### config.mk
export PLATFORM = sky130hd
export DESIGN_NAME = step_boot
export DESIGN_NICKNAME = d
export VERILOG_FILES = /design/src/rtl/step_boot_pkg.sv /design/src/rtl/step_boot_stepgen.sv /design/src/rtl/step_boot_image.sv /design/src/rtl/step_boot_clksw.sv /design/src/rtl/step_boot_seq.sv /design/src/rtl/step_boot.sv
export SDC_FILE = /design/constraint.sdc
export NUM_CORES = 1
export LEC_CHECK = 0
export BUFFER_PORTS_ARGS = -buffer_cell sky130_fd_sc_hd__clkbuf_2
export CAP_MARGIN = 20
export CORE_MARGIN = 5
export CORE_UTILIZATION = 55
export DETAILED_ROUTE_END_ITERATION = 6
export HOLD_SLACK_MARGIN = 0.12
export PLACE_DENSITY = 0.78
export SYNTH_ARGS = -nofsm -noshare
export SYNTH_HDL_FRONTEND = slang
export SYNTH_SLANG_ARGS = --single-unit
### constraint.sdc
create_clock -name clk_i -period 1.84 [get_ports clk_i]
set_input_delay 0.184 -clock clk_i [delete_from_list [all_inputs] [get_ports clk_i]]
set_output_delay 0.184 -clock clk_i [all_outputs]
set_load 0.1 [all_outputs]
### src/rtl/step_boot_pkg.sv
package step_boot_pkg;

  localparam logic [7:0] OP_LDA_IMM = 8'hA9;
  localparam logic [7:0] OP_STA_ABS = 8'h8D;
  localparam logic [7:0] OP_JMP_ABS = 8'h4C;
  localparam logic [7:0] OP_FILL    = 8'hEA;

  localparam int unsigned RSEQ_CYC  = 7;
  localparam int unsigned RSEQ_VLO  = 5;
  localparam int unsigned RSEQ_VHI  = 6;

  typedef enum logic [3:0] {
    ST_HOLD, ST_RSEQ,
    ST_LDA_OP, ST_LDA_IMM,
    ST_STA_OP, ST_STA_LO, ST_STA_HI, ST_STA_WR,
    ST_JMP_OP, ST_JMP_LO, ST_JMP_HI,
    ST_SWAP, ST_DONE
  } seq_st_e;

  // states in which the CPU performs a read the block must answer
  function automatic logic st_reads(seq_st_e s);
    case (s)
      ST_RSEQ, ST_LDA_OP, ST_LDA_IMM, ST_STA_OP, ST_STA_LO, ST_STA_HI,
      ST_JMP_OP, ST_JMP_LO, ST_JMP_HI: st_reads = 1'b1;
      default:                          st_reads = 1'b0;
    endcase
  endfunction

endpackage

### src/rtl/step_boot_stepgen.sv
module step_boot_stepgen #(
  parameter int unsigned HALF_CYC = 2,
  parameter int unsigned CW       = 1
) (
  input  logic clk_i,
  input  logic rst_ni,
  input  logic run_i,
  output logic step_o,
  output logic fall_o
);

  logic [CW-1:0] cnt_q;
  logic          step_q;
  logic          fall_q;

  // halts only in the low phase: a started high phase always completes
  always_ff @(posedge clk_i or negedge rst_ni) begin
    if (!rst_ni) begin
      cnt_q  <= '0;
      step_q <= 1'b0;
      fall_q <= 1'b0;
    end else begin
      fall_q <= 1'b0;
      if (cnt_q == CW'(HALF_CYC - 1)) begin
        cnt_q <= '0;
        if (step_q) begin
          step_q <= 1'b0;
          fall_q <= 1'b1;
        end else if (run_i) begin
          step_q <= 1'b1;
        end
      end else begin
        cnt_q <= cnt_q + 1'b1;
      end
    end
  end

  assign step_o = step_q;
  assign fall_o = fall_q;

endmodule

### src/rtl/step_boot_image.sv
module step_boot_image #(
  parameter int unsigned         IMG_LEN  = 6,
  parameter int unsigned         IDX_W    = 3,
  parameter logic [IMG_LEN*8-1:0] IMG_DATA = '0
) (
  input  logic [IDX_W-1:0] idx_i,
  output logic [7:0]       byte_o
);

  logic [7:0] tbl [IMG_LEN];

  for (genvar g = 0; g < IMG_LEN; g++) begin : g_tbl
    assign tbl[g] = IMG_DATA[g*8 +: 8];
  end

  assign byte_o = tbl[idx_i];

endmodule

### src/rtl/step_boot_clksw.sv
module step_boot_clksw (
  input  logic clk_i,
  input  logic rst_ni,
  input  logic req_i,
  input  logic step_i,
  input  logic osc_i,
  output logic sel_o,
  output logic clk_o
);

  logic sel_q;

  // one-way switch, moved only while both sources are low
  always_ff @(posedge clk_i or negedge rst_ni) begin
    if (!rst_ni)                              sel_q <= 1'b0;
    else if (req_i && !step_i && !osc_i)      sel_q <= 1'b1;
  end

  assign sel_o = sel_q;
  assign clk_o = sel_q ? osc_i : step_i;

endmodule

### src/rtl/step_boot_seq.sv
module step_boot_seq
  import step_boot_pkg::*;
#(
  parameter int unsigned IMG_LEN   = 6,
  parameter int unsigned IDX_W     = 3,
  parameter int unsigned HOLD_CYC  = 4,
  parameter logic [15:0] LOAD_ADDR = 16'h0300,
  parameter logic [15:0] VEC_ADDR  = 16'hF000
) (
  input  logic             clk_i,
  input  logic             rst_ni,
  input  logic             fall_i,
  input  logic             rw_i,
  input  logic             sel_i,
  input  logic [7:0]       img_byte_i,
  output logic [IDX_W-1:0] idx_o,
  output logic             run_o,
  output logic             swap_req_o,
  output logic             cpu_rst_no,
  output logic [7:0]       data_o,
  output logic             data_oe_o,
  output logic             done_o
);

  localparam int unsigned CNT_MAX = (HOLD_CYC > RSEQ_CYC) ? HOLD_CYC : RSEQ_CYC;
  localparam int unsigned CNT_W   = $clog2(CNT_MAX + 1);

  seq_st_e          st_q;
  logic [CNT_W-1:0] cnt_q;
  logic [IDX_W-1:0] idx_q;
  logic [15:0]      tgt;
  logic             last_byte;

  assign tgt       = LOAD_ADDR + 16'(idx_q);
  assign last_byte = (idx_q == IDX_W'(IMG_LEN - 1));

  always_ff @(posedge clk_i or negedge rst_ni) begin
    if (!rst_ni) begin
      st_q  <= ST_HOLD;
      cnt_q <= '0;
      idx_q <= '0;
    end else if (st_q == ST_SWAP) begin
      if (sel_i) st_q <= ST_DONE;
    end else if (fall_i) begin
      case (st_q)
        ST_HOLD: begin
          if (cnt_q == CNT_W'(HOLD_CYC - 1)) begin
            cnt_q <= '0;
            st_q  <= ST_RSEQ;
          end else begin
            cnt_q <= cnt_q + 1'b1;
          end
        end
        ST_RSEQ: begin
          if (cnt_q == CNT_W'(RSEQ_CYC - 1)) begin
            cnt_q <= '0;
            st_q  <= ST_LDA_OP;
          end else begin
            cnt_q <= cnt_q + 1'b1;
          end
        end
        ST_LDA_OP:  st_q <= ST_LDA_IMM;
        ST_LDA_IMM: st_q <= ST_STA_OP;
        ST_STA_OP:  st_q <= ST_STA_LO;
        ST_STA_LO:  st_q <= ST_STA_HI;
        ST_STA_HI:  st_q <= ST_STA_WR;
        ST_STA_WR: begin
          if (last_byte) begin
            st_q <= ST_JMP_OP;
          end else begin
            idx_q <= idx_q + 1'b1;
            st_q  <= ST_LDA_OP;
          end
        end
        ST_JMP_OP:  st_q <= ST_JMP_LO;
        ST_JMP_LO:  st_q <= ST_JMP_HI;
        ST_JMP_HI:  st_q <= ST_SWAP;
        default:    st_q <= st_q;
      endcase
    end
  end

  always_comb begin
    data_o = OP_FILL;
    case (st_q)
      ST_RSEQ: begin
        if (cnt_q == CNT_W'(RSEQ_VLO))      data_o = VEC_ADDR[7:0];
        else if (cnt_q == CNT_W'(RSEQ_VHI)) data_o = VEC_ADDR[15:8];
      end
      ST_LDA_OP:  data_o = OP_LDA_IMM;
      ST_LDA_IMM: data_o = img_byte_i;
      ST_STA_OP:  data_o = OP_STA_ABS;
      ST_STA_LO:  data_o = tgt[7:0];
      ST_STA_HI:  data_o = tgt[15:8];
      ST_JMP_OP:  data_o = OP_JMP_ABS;
      ST_JMP_LO:  data_o = LOAD_ADDR[7:0];
      ST_JMP_HI:  data_o = LOAD_ADDR[15:8];
      default:    data_o = OP_FILL;
    endcase
  end

  assign data_oe_o  = st_reads(st_q) && rw_i;
  assign run_o      = (st_q != ST_SWAP) && (st_q != ST_DONE);
  assign swap_req_o = (st_q == ST_SWAP);
  assign cpu_rst_no = (st_q != ST_HOLD);
  assign done_o     = (st_q == ST_DONE);
  assign idx_o      = idx_q;

endmodule

### src/rtl/step_boot.sv
module step_boot #(
  parameter int unsigned          HALF_CYC  = 2,
  parameter int unsigned          HOLD_CYC  = 4,
  parameter int unsigned          IMG_LEN   = 6,
  parameter logic [IMG_LEN*8-1:0] IMG_DATA  = 48'h5A_C3_01_FF_80_3E,
  parameter logic [15:0]          LOAD_ADDR = 16'h0300,
  parameter logic [15:0]          VEC_ADDR  = 16'hF000
) (
  input  logic       clk_i,
  input  logic       rst_ni,
  input  logic       osc_i,
  input  logic       rw_i,
  output logic       cpu_clk_o,
  output logic       clk_sel_o,
  output logic       step_clk_o,
  output logic       cpu_rst_no,
  output logic [7:0] data_o,
  output logic       data_oe_o,
  output logic       done_o
);

  localparam int unsigned IDX_W = (IMG_LEN > 1) ? $clog2(IMG_LEN) : 1;
  localparam int unsigned PH_W  = (HALF_CYC > 1) ? $clog2(HALF_CYC) : 1;

  logic             run;
  logic             fall;
  logic             swap_req;
  logic [IDX_W-1:0] idx;
  logic [7:0]       img_byte;

  step_boot_stepgen #(.HALF_CYC(HALF_CYC), .CW(PH_W)) u_step (
    .clk_i  (clk_i),
    .rst_ni (rst_ni),
    .run_i  (run),
    .step_o (step_clk_o),
    .fall_o (fall)
  );

  step_boot_image #(.IMG_LEN(IMG_LEN), .IDX_W(IDX_W), .IMG_DATA(IMG_DATA)) u_img (
    .idx_i  (idx),
    .byte_o (img_byte)
  );

  step_boot_seq #(
    .IMG_LEN(IMG_LEN), .IDX_W(IDX_W), .HOLD_CYC(HOLD_CYC),
    .LOAD_ADDR(LOAD_ADDR), .VEC_ADDR(VEC_ADDR)
  ) u_seq (
    .clk_i      (clk_i),
    .rst_ni     (rst_ni),
    .fall_i     (fall),
    .rw_i       (rw_i),
    .sel_i      (clk_sel_o),
    .img_byte_i (img_byte),
    .idx_o      (idx),
    .run_o      (run),
    .swap_req_o (swap_req),
    .cpu_rst_no (cpu_rst_no),
    .data_o     (data_o),
    .data_oe_o  (data_oe_o),
    .done_o     (done_o)
  );

  step_boot_clksw u_sw (
    .clk_i  (clk_i),
    .rst_ni (rst_ni),
    .req_i  (swap_req),
    .step_i (step_clk_o),
    .osc_i  (osc_i),
    .sel_o  (clk_sel_o),
    .clk_o  (cpu_clk_o)
  );

endmodule

==> flow_summary.ini, run 1 <==
[status]
status = aborted with a tool error
haltStage = 5_1_grt
stop_error = [ERROR DPL-0038] Utilization greater than 100%, impossible to legalize

[synth]
ys_seq_area_share_pct = 30.4
synth_ff_type = dfrtp_1
syn_inst = 138
synth-seq-cells = 14
post_synth_instance_area_mm2 = 0.00115
async_flop_share_pct = 100
syn_area_per_cell_um2 = 8.36
synth_edf_count = 0
synthesis.nets = 151
synth_cell_type_count = 42
ys_warn_count = 0

[floorplanning]
rows = 16
start_util_pct = 58.2
fp.dieW_um = 55.8
io_pins = 18
chipHeight_um = 55.8

[timing]
worstEpCategory = output port
postGrtWorstEndpoint = data_o[3]

[place]
placedCellCount = 195
place.gp.congestion = 0.880
dp_hpwl_mm = 2.82
io_buffers = 17

[clocking]
numCtsBuffers = 3
cts_buffer_depth = 2
clock-root-buffer = clkbuf_4
cts_max_level = 1
cts_sinks = 14

[global_routing]
grt_max_degree = 15
==> logic make-up after synthesis <==
kind of cell | count (synthesis) | share of synthesized area [%]
and+or+nand+nor | 44 | 20.2
AOI/OAI and AO/OA | 39 | 22.7
buffers and inverters | 22 | 8.46
DFF | 14 | 30.4
adders and majority gates | 9 | 9.76
xor gates and xnor gates | 5 | 3.80
muxes | 5 | 4.77
==> per-stage QoR <==
step	setup TNS [ns]	instance area [um2]	hold WS, ns	setup WS [ns]	util, %
2_1_floorplan	-0.263	1330	-0.112	-0.123	-
3_3_place_gp	0	1740	0.0906	0.0393	87.7
3_5_place_dp	-0.0438	1740	0.0990	-0.0254	87.7
4_1_cts	-1.00	1890	0.345	-0.206	95.2
==> repair_timing <==
action | in CTS
pin swaps | 4
setup endpoints to repair | 10
buffers inserted | 8
hold buffers | 2
gates resized for setup | 19
endpoints found under the hold margin | 15
==> cells in the mapped netlist (all sizes together), types with 2 or more instances <==
library cell,number,area (um2)
o22ai,2,12.5
inv,13,48.8
buf,6,37.5
and2,2,12.5
nand2b,5,31.3
xnor2,5,43.8
ha,9,113
nor2,7,26.3
nand3,4,20.0
nor3,4,20.0
clkbuf,3,11.3
nand2,14,55.1
o31ai,2,15.0
a21oi,8,43.8
o21ai,10,50.1
mux2,4,45.0
a31oi,6,37.5
or3,2,12.5
dfrtp,14,350
==> run 2: changes to the inputs <==
--- a/config.mk
+++ b/config.mk
@@ -7,11 +7,10 @@
 export LEC_CHECK = 0
 export BUFFER_PORTS_ARGS = -buffer_cell sky130_fd_sc_hd__clkbuf_2
 export CAP_MARGIN = 20
-export CORE_MARGIN = 5
-export CORE_UTILIZATION = 55
+export CORE_AREA = 5 5 66 68
 export DETAILED_ROUTE_END_ITERATION = 6
-export HOLD_SLACK_MARGIN = 0.12
-export PLACE_DENSITY = 0.78
+export DIE_AREA = 0 0 71 73
+export PLACE_DENSITY_LB_ADDON = 0.15
 export SYNTH_ARGS = -nofsm -noshare
 export SYNTH_HDL_FRONTEND = slang
 export SYNTH_SLANG_ARGS = --single-unit
==> flow_summary.ini, run 2 <==
[place]
io_buffers = 17
place_ws_ns = 0.0126
place.gp.congestion = 0.809
dp_hpwl_mm = 2.50

[status]
violations = setup timing
status = finished, violations left

[synth]
synth-seq-cells = 14
synth_top_area_cell = dfrtp_1
syn_area_per_cell_um2 = 8.36
ys_warn_count = 0
ys_seq_area_share_pct = 30.4
synth_ff_type = dfrtp_1
synth_edf_count = 0
async_flop_share_pct = 100
synth_cell_type_count = 42
synth.top_cell.area_share_pct = 30.4
yosysMostFrequentCell = dfrtp_1
synthTopCellsByCount = dfrtp_1, inv_1, nand2_1
yosys-top-cells-area = dfrtp_1, ha_1, o21ai_0, inv_1, nand2_1
post_synth_instance_area_mm2 = 0.00115
syn_inst = 138
synthesis.nets = 151

[layout]
top_register = u_seq.st_q
layout_commonest_cell = buf_4
syn2layout_area_growth_pct = 78.5
diodes = 0
layout-drive-gt1-share_pct = 57.5
finalNetCount = 200
final_cell_mix = buf_4, buf_12, inv_1, nand2_1, dfrtp_1
multi_input_area_mm2 = 0.00101
largest_reg_flops = 4
fillers = 341
seq_area_um2 = 355

[timing]
fin_crit_sh_pct = 108
slew_headroom_pct = 63.8
rsz0062_at_grt = true
whs_ns = 0.145
fin_crit_ns = 1.98
skew_ns = 0.00696
clock.fmax_mhz = 506
finalSetupViolCount = 7
finalWorstSetupSlack_ns = -0.138
tightest_slew_ns = 0.545
finalHoldViolations = 0
slew_violations = 0

[drt]
wl_per_cell_um = 15.0
wirelength_mm = 3.54
final_antenna_net_count = 0
post_drt_via_cell_ratio = 5.10
vias = 1203
first_pass_iters = 4
drt_iter0_drc = 40
drc = 0

[floorplanning]
rows = 23
core-area_mm2 = 0.00380
fp.dieW_um = 71
die_area_mm2 = 0.00518
chipHeight_um = 73
io_pins = 18
start_util_pct = 30.4

[critical_path]
critical_path_class = flip-flop to primary output
startpoint_type = flip-flop
required_ns = 1.66
regToRegSetupSlack_ns = 0.07
end_kind = primary output
crit_chain = ha_4, or3_4, o21ai_4, a31o_4, a31oi_4, buf_12
cp_slowest_stage_delay_ns = 0.44
path_max_fanout = 4
crit_slowest_cell = dfrtp_2
cp.arrival_ns = 1.79
crit_buf_inv = 1
r2r_cells = 5
rr_startpoint = u_seq.st_q[3]
path_delay_family = flip-flops
r2r-end = u_seq.st_q[1]

[global_routing]
grt_first_pass_wirelength_mm = 5.47
overflow = 0
grt_max_degree = 15
grt_pass1_vias = 1212
antenna_found_initial = 0
grt_use_total_pct = 13.0

[pwr]
power_density_mw_per_mm2 = 296
leakagePower_nw = 0.930
vdd_drop_max_v = 0.000433

[flow_run]
drv_cap = 0

[min_path]
holdCritStartpoint = osc_i
whs_path_depth = 2
whs_endpoint = u_sw.sel_o
hold_class = input port to flip-flop

[clocking]
numCtsBuffers = 3
cts_max_level = 1
path_clk_slew_ns = 0.06
cts_buffer_depth = 2
clkLatencyLatePin_ns = 0.25
cts_sinks = 14
cts_tree = built
clock-root-buffer = clkbuf_8
-- run 2: cell counts after synthesis --
Identical to the previous run, type by type.
-- run 2: final cells by class --
class | instances | share of cell area (%)
Clock buffer | 4 | 2.19
Inverter | 13 | 2.49
Multi-Input combinational cell | 102 | 48.9
Sequential cell | 14 | 17.3
Tap cell | 50 | 3.04
Timing Repair Buffer | 53 | 26.1
-- run 2: worst max path at each step --
stage | cells past startpoint | endpoint | start
after floorplan | 4 | data_o[2] | u_seq.st_q[2]
after global placement | 7 | data_o[3] | u_seq.idx_o[1]
after detailed placement | 7 | data_o[3] | u_seq.idx_o[1]
after CTS | 7 | data_o[3] | u_seq.idx_o[0]
after global routing | 7 | data_o[1] | u_seq.cnt_q[0]
final | 6 | data_o[3] | u_seq.idx_o[1]
-- run 2: power breakdown --
group,internal [mW],switching [mW],total (mW)
logic,0.0111,0.0275,0.0386
registers,0.308,0,0.308
clock network,0.153,0.109,0.263
-- run 2: per-layer routing --
layer | routed length [um] | global-route usage (%) | vias to the layer above
met4 | 46 | 5.22 | 0
met1 | 1560 | 16.0 | 585
li1 | - | - | 587
met5 | 0 | 0 | -
met2 | 1820 | 22.2 | 27
met3 | 110 | 2.62 | 4
-- run 2: logic make-up (layout without fill, tap and decap cells) --
family / count (synthesis) / in the layout / synth area share, %
simple gates: 44 / 44 / 20.2
compound gates: 39 / 39 / 22.7
buf+inv: 22 / 70 / 8.46
flops: 14 / 14 / 30.4
fa+ha+maj: 9 / 9 / 9.76
xor+xnor: 5 / 5 / 3.80
mux: 5 / 5 / 4.77
-- run 2: what timing repair did --
action                     4_1_cts  5_1_grt
hold endpoints to repair        14        0
gates resized for setup         20       18
buffers inserted                 5        6
hold buffers                     1        0
pin swaps                        8        6
setup endpoints to repair        9        9
-- run 2: worst register-to-register path, delay by kind of cell (launching register included) --
family | cells | cell delay, ns
AOI/OAI and AO/OA | 3 | 0.53
and+or+nand+nor | 1 | 0.47
buffers and inverters | 1 | 0.17
DFF | 1 | 0.49
-- run 2: per-stage QoR --
stage / power (mW) / area [um2] / std cells / TNS, ns / utilization, %
2_1_floorplan: 0.334 / 1330 / 138 / -0.263 / -
3_3_place_gp: 0.349 / 1770 / 220 / 0 / 46.6
3_5_place_dp: 0.350 / 1770 / 220 / 0 / 46.6
4_1_cts: 0.622 / 1930 / 230 / -0.521 / 50.9
5_1_grt: 0.647 / 2060 / 236 / -1.01 / 54.2
6_report: 0.609 / 2060 / 236 / -0.425 / 54.2
No activity file was read; power rests on OpenSTA's default activity.
